<file path="src/rtl/insn_decoder_pkg.sv">
package insn_decoder_pkg;

    parameter int ADDR_W      = 64;
    parameter int CONST_BYTES = 8;
    parameter int WIN_BYTES   = CONST_BYTES + 2;
    parameter int NIB_W       = 4;
    parameter int CONST_W     = 8 * CONST_BYTES;
    parameter int LEN_W       = $clog2(WIN_BYTES + 1);

    parameter logic [NIB_W-1:0] REG_NONE = 4'hF;

    typedef enum logic [3:0] {
        OP_HALT  = 4'h0,
        OP_NOP   = 4'h1,
        OP_CMOV  = 4'h2,
        OP_IRMOV = 4'h3,
        OP_RMMOV = 4'h4,
        OP_MRMOV = 4'h5,
        OP_ALU   = 4'h6,
        OP_JUMP  = 4'h7,
        OP_CALL  = 4'h8,
        OP_RET   = 4'h9,
        OP_PUSH  = 4'hA,
        OP_POP   = 4'hB
    } opcode_e;

    typedef enum logic [2:0] {
        ST_AOK = 3'd1,
        ST_HLT = 3'd2,
        ST_ADR = 3'd3,
        ST_INS = 3'd4
    } status_e;

    typedef struct packed {
        logic [NIB_W-1:0]   icode;
        logic [NIB_W-1:0]   ifun;
        logic [NIB_W-1:0]   ra;
        logic [NIB_W-1:0]   rb;
        logic [CONST_W-1:0] valc;
        logic [LEN_W-1:0]   len;
        logic [ADDR_W-1:0]  valp;
        status_e            stat;
    } decode_t;

endpackage

</file>
<file path="src/rtl/ivd_length.sv">
module ivd_length
    import insn_decoder_pkg::*;
#(
    parameter int CB = CONST_BYTES,
    parameter int LW = LEN_W
) (
    input  logic [NIB_W-1:0] icode,
    output logic             has_reg,
    output logic             has_val,
    output logic             dest_form,
    output logic [LW-1:0]    len
);

    localparam int LEN_ONE  = 1;
    localparam int LEN_REG  = 2;
    localparam int LEN_DEST = CB + 1;
    localparam int LEN_FULL = CB + 2;

    always_comb begin
        has_reg   = 1'b0;
        has_val   = 1'b0;
        dest_form = 1'b0;
        len       = LW'(LEN_ONE);
        case (icode)
            OP_CMOV, OP_ALU, OP_PUSH, OP_POP: begin
                has_reg = 1'b1;
                len     = LW'(LEN_REG);
            end
            OP_IRMOV, OP_RMMOV, OP_MRMOV: begin
                has_reg = 1'b1;
                has_val = 1'b1;
                len     = LW'(LEN_FULL);
            end
            OP_JUMP, OP_CALL: begin
                has_val   = 1'b1;
                dest_form = 1'b1;
                len       = LW'(LEN_DEST);
            end
            default: len = LW'(LEN_ONE);
        endcase
    end

endmodule

</file>
<file path="src/rtl/ivd_fields.sv">
module ivd_fields
    import insn_decoder_pkg::*;
#(
    parameter int WB = WIN_BYTES,
    parameter int CB = CONST_BYTES
) (
    input  logic [8*(WB-1)-1:0] tail,
    input  logic                has_reg,
    input  logic                has_val,
    input  logic                dest_form,
    output logic [NIB_W-1:0]    ra,
    output logic [NIB_W-1:0]    rb,
    output logic [8*CB-1:0]     valc
);

    always_comb begin
        if (has_reg) begin
            ra = tail[7:4];
            rb = tail[3:0];
        end else begin
            ra = REG_NONE;
            rb = REG_NONE;
        end
    end

    for (genvar k = 0; k < CB; k++) begin : g_const_byte
        logic [7:0] pick;
        always_comb begin
            pick = dest_form ? tail[8*k +: 8] : tail[8*(k+1) +: 8];
            valc[8*k +: 8] = has_val ? pick : 8'h00;
        end
    end

endmodule

</file>
<file path="src/rtl/ivd_check.sv">
module ivd_check
    import insn_decoder_pkg::*;
(
    input  logic [NIB_W-1:0] icode,
    input  logic [NIB_W-1:0] ifun,
    input  logic             fetch_fault,
    output status_e          stat
);

    logic             known;
    logic [NIB_W-1:0] fn_max;

    always_comb begin
        known  = 1'b1;
        fn_max = '0;
        case (icode)
            OP_CMOV, OP_JUMP: fn_max = 4'd6;
            OP_ALU:           fn_max = 4'd3;
            OP_HALT, OP_NOP, OP_IRMOV, OP_RMMOV, OP_MRMOV,
            OP_CALL, OP_RET, OP_PUSH, OP_POP: fn_max = 4'd0;
            default:          known  = 1'b0;
        endcase
    end

    always_comb begin
        if (fetch_fault)
            stat = ST_ADR;
        else if (!known || ifun > fn_max)
            stat = ST_INS;
        else if (icode == OP_HALT)
            stat = ST_HLT;
        else
            stat = ST_AOK;
    end

endmodule

</file>
<file path="src/rtl/insn_decoder.sv">
module insn_decoder
    import insn_decoder_pkg::*;
#(
    parameter int AW = ADDR_W,
    parameter int CB = CONST_BYTES,
    parameter int WB = WIN_BYTES,
    parameter int LW = LEN_W
) (
    input  logic            clk,
    input  logic            rst_n,
    input  logic [AW-1:0]   pc_i,
    input  logic [8*WB-1:0] fetch_i,
    input  logic            imem_err_i,
    output logic [3:0]      icode_o,
    output logic [3:0]      ifun_o,
    output logic [3:0]      ra_o,
    output logic [3:0]      rb_o,
    output logic [8*CB-1:0] valc_o,
    output logic [LW-1:0]   len_o,
    output logic [AW-1:0]   valp_o,
    output logic [2:0]      stat_o
);

    localparam decode_t RESET_VAL = '{
        icode: OP_NOP,
        ifun:  '0,
        ra:    REG_NONE,
        rb:    REG_NONE,
        valc:  '0,
        len:   LW'(1),
        valp:  '0,
        stat:  ST_AOK
    };

    logic [NIB_W-1:0] op_nib;
    logic [NIB_W-1:0] fn_nib;
    logic             has_reg;
    logic             has_val;
    logic             dest_form;
    logic [LW-1:0]    len_w;
    logic [NIB_W-1:0] ra_w;
    logic [NIB_W-1:0] rb_w;
    logic [8*CB-1:0]  valc_w;
    status_e          stat_w;

    decode_t dec_d;
    decode_t dec_q;

    assign op_nib = fetch_i[7:4];
    assign fn_nib = fetch_i[3:0];

    ivd_length #(.CB(CB), .LW(LW)) u_length (
        .icode     (op_nib),
        .has_reg   (has_reg),
        .has_val   (has_val),
        .dest_form (dest_form),
        .len       (len_w)
    );

    ivd_fields #(.WB(WB), .CB(CB)) u_fields (
        .tail      (fetch_i[8*WB-1:8]),
        .has_reg   (has_reg),
        .has_val   (has_val),
        .dest_form (dest_form),
        .ra        (ra_w),
        .rb        (rb_w),
        .valc      (valc_w)
    );

    ivd_check u_check (
        .icode       (op_nib),
        .ifun        (fn_nib),
        .fetch_fault (imem_err_i),
        .stat        (stat_w)
    );

    always_comb begin
        dec_d       = RESET_VAL;
        dec_d.icode = op_nib;
        dec_d.ifun  = fn_nib;
        dec_d.ra    = ra_w;
        dec_d.rb    = rb_w;
        dec_d.valc  = valc_w;
        dec_d.len   = len_w;
        dec_d.valp  = pc_i + {{(AW-LW){1'b0}}, len_w};
        dec_d.stat  = stat_w;
    end

    always_ff @(posedge clk) begin
        if (!rst_n)
            dec_q <= RESET_VAL;
        else
            dec_q <= dec_d;
    end

    assign icode_o = dec_q.icode;
    assign ifun_o  = dec_q.ifun;
    assign ra_o    = dec_q.ra;
    assign rb_o    = dec_q.rb;
    assign valc_o  = dec_q.valc;
    assign len_o   = dec_q.len;
    assign valp_o  = dec_q.valp;
    assign stat_o  = dec_q.stat;

endmodule

</file>
<file path="config.mk">
export PLATFORM = sky130hd
export DESIGN_NAME = insn_decoder
export DESIGN_NICKNAME = d
export VERILOG_FILES = /design/src/rtl/insn_decoder_pkg.sv /design/src/rtl/ivd_length.sv /design/src/rtl/ivd_fields.sv /design/src/rtl/ivd_check.sv /design/src/rtl/insn_decoder.sv
export SDC_FILE = /design/constraint.sdc
export NUM_CORES = 1
export LEC_CHECK = 0
export BUFFER_PORTS_ARGS = -buffer_cell sky130_fd_sc_hd__clkbuf_2
export CAP_MARGIN = 0
export CORE_ASPECT_RATIO = 0.8
export CORE_UTILIZATION = 25
export DETAILED_ROUTE_END_ITERATION = 8
export GPL_ROUTABILITY_DRIVEN = 0
export HOLD_SLACK_MARGIN = 0.06
export PLACE_DENSITY = 0.52
export SLEW_MARGIN = 10
export SYNTH_ARGS = -nofsm -noshare
export SYNTH_HDL_FRONTEND = slang
export SYNTH_SLANG_ARGS = --single-unit
</file>
<file path="constraint.sdc">
create_clock -name clk -period 3.9 [get_ports clk]
set_input_delay 0.39 -clock clk [delete_from_list [all_inputs] [get_ports clk]]
set_output_delay 0.39 -clock clk [all_outputs]
set_load 0.05 [all_outputs]
</file>
==> results_dict.tcl <==
set metrics [dict create \
    postCtsHoldBufs 0 \
    min_period_over_period_pct 81.0 \
    cts_resized 0 \
    routed_wl_um 21300 \
    wl_per_cell_um 16.0 \
    p_leak_nw 3.85 \
    cts_sinks 150 \
    cp-start-kind "input pin" \
    synth_cell_type_count 45 \
    grt_util_all_layers_pct 16.8 \
    status "completed" \
    core-area_um2 23600 \
    cap_violations 0 \
    n_antenna_cell 0 \
    place_ws_ns 0.321 \
    post-route-util_pct 35.9 \
    ys_ff_latch 150 \
    slew_violations 0 \
    netlist.area_leader.share_pct 49.7 \
    cp_max_fo 9 \
    ios 298 \
    synth_common_cells "158 x nand2_1, 150 x dfxtp_1, 99 x a21oi_1" \
    hpwl_um 16500 \
    clockRootBuffer "clkbuf_16" \
    syn_nets 875 \
    synthTopCellsByArea "dfxtp_1 50%, nand2_1 9.8%, a21oi_1 8.2%, nand4_1 2.7%, or3_1 2.7%" \
    final_nets 1167 \
    crit_slowest_cell "nor3_2" \
    die_x_um 176 \
    drtIter0Drc 354 \
    yosys_warnings 0 \
    worstHoldPathType "input pin to flop" \
    drive_gt1_share_pct 35.6 \
    ir_worst_vdd_mv 0.244 \
    crit_required_ns 4.24 \
    postCtsSetupRepairBufs 0 \
    grt_start_max_net_pins 41 \
    finalSetupViolCount 0 \
    crit_path_end "valp_o[60]" \
    path_cells "clkbuf_2 -> nor2b_1 -> nand2_1 -> o21ai_0 -> inv_1 -> ha_1 -> fa_1 -> a31oi_1 -> nor3_2 -> nand4_1 -> or3_1 -> a21oi_1" \
    grt_pass1_vias 5733 \
    setup_slack_ns 0.742 \
    area_delta_synth_final_pct 40.0 \
    routed_via_density 4.57 \
    max_stage_delay_ns 0.53 \
    netlist_area_um2 6050 \
    cts-buffers-inserted 17 \
    critPathArrivalTime_ns 3.50 \
    design_power_total_mw 3.96 \
    fin_setup_tns_ns 0 \
    num_rows 50 \
    power_density_nw_per_um2 468 \
    drt-pass1-iter-count 4 \
    cts_tree "yes" \
    worstSetupEndpointType "flop" \
    drc 0 \
    grt_setup_unrepaired "no" \
    ant_nets 0 \
    avgSynthCellArea_um2 8.39 \
    path_clk_slew_ns 0.06 \
    synth_top_area_cell "dfxtp_1" \
    htreeDepth 4 \
    numPortBuffers 296 \
    synth_edf_count 0 \
    synth.most_common_cell "nand2_1" \
    finalHoldViolations 0 \
    fin_cells 1338 \
    vias 6110 \
    synth-seq-area-share_pct 49.7 \
    synthArstFlopShare_pct 0 \
    overflow 0 \
    clockBufferDepth 2 \
    worstHoldStart "imem_err_i" \
    initial_core_util_pct 25.6 \
    tightest_slew_ns 1.03 \
    critical_path_class "input pin to flop" \
    startpoint "fetch_i[6]" \
    die_height_um 141 \
    slew_headroom_pct 31.6 \
    fin_crit_ns 3.16 \
    grt_antenna_before_repair 0 \
    dp_cells 1306 \
    fmax_mhz 317 \
    die_area_um2 24800 \
    grt_pass1_wl_um 32000 \
    synth_ff_type "dfxtp_1" \
    netlist_instances 721 \
]
[cells in the final DEF, fill, tap and decap left out, types with 2 or more instances in the layout]
| cell | n |
|---|---|
| nand2_1 | 157 |
| nor4_1 | 5 |
| inv_8 | 2 |
| o31ai_1 | 7 |
| clkbuf_16 | 17 |
| o21ai_0 | 28 |
| xnor2_1 | 12 |
| ha_1 | 6 |
| clkinv_4 | 2 |
| or4_1 | 6 |
| a211oi_1 | 2 |
| nor3_2 | 4 |
| inv_6 | 5 |
| nor4_4 | 3 |
| clkbuf_2 | 296 |
| and3_1 | 7 |
| nand3_1 | 24 |
| buf_4 | 10 |
| clkinvlp_4 | 2 |
| inv_1 | 11 |
| nor2b_1 | 4 |
| or3_1 | 26 |
| nand4_2 | 4 |
| dfxtp_1 | 150 |
| clkinv_2 | 2 |
| a21oi_1 | 99 |
| and2_1 | 10 |
| xor2_1 | 18 |
| nor2_1 | 43 |
| nor3_1 | 9 |
| nand4_1 | 26 |
| or2_2 | 8 |
[critical path: cells and delay by family]
family | cells | cell delay, ns
AO/OA/AOI/OAI | 3 | 0.55
buffers and inverters | 2 | 0.27
AND/OR/NAND/NOR | 5 | 1.77
adder cells (fa/ha/maj) | 2 | 0.49
[per-stage QoR]
stage | cell area, um^2 | hold WS [ns]
2_1_floorplan | 6050 | 0.469
3_3_place_gp | 7890 | 0.598
3_5_place_dp | 7890 | 0.597
4_1_cts | 8460 | 0.154
5_1_grt | 8460 | 0.163
6_report | 8460 | 0.180
[metal layers]
layer	vias up	global-route usage (%)	share of wire [%]
met5	-	0	0
li1	3074	-	-
met4	0	5.45	1.4
met3	18	3.91	5.1
met1	2850	22.8	48
met2	168	26.1	46
[worst min-delay path by stage]
stage	cells after the start	to	slack, ns
2_1_floorplan	1	stat_o[2]	0.47
3_3_place_gp	2	ra_o[3]	0.60
3_5_place_dp	2	stat_o[2]	0.60
4_1_cts	2	ra_o[3]	0.15
5_1_grt	2	rb_o[1]	0.16
6_report	2	stat_o[2]	0.18
[flip-flops by register name (all words and copies together) (netlist names)]
name	flops
ifun_o	4
ra_o	4
stat_o	3
icode_o	4
rb_o	4
valp_o	64
len_o	3
valc_o	64
[cell type report]
class	count	area, um^2
Clock inverter	14	139
Clock buffer	18	439
Fill cell	2537	15100
Sequential cell	150	3000
Inverter	12	45.0
Tap cell	312	390
Multi-Input combinational cell	526	2890
Timing Repair Buffer	306	1560
[power by group]
part / internal (mW) / total (mW) / leakage [nW] / switching [mW]
Combinational: 0.178 / 0.692 / 2.33 / 0.514
Clock: 0.915 / 1.64 / 0.282 / 0.727
Sequential: 1.61 / 1.63 / 1.24 / 0.0221
[cell families after synthesis]
kind of cell               share of synthesized area (%)
adders and majority gates                           1.57
xor gates and xnor gates                            4.35
AOI/OAI and AO/OA                                   12.8
buffers and inverters                               2.88
other                                             0.0620
DFF                                                 49.7
and+or+nand+nor                                     28.6
Power figures use the tool's default switching activity.
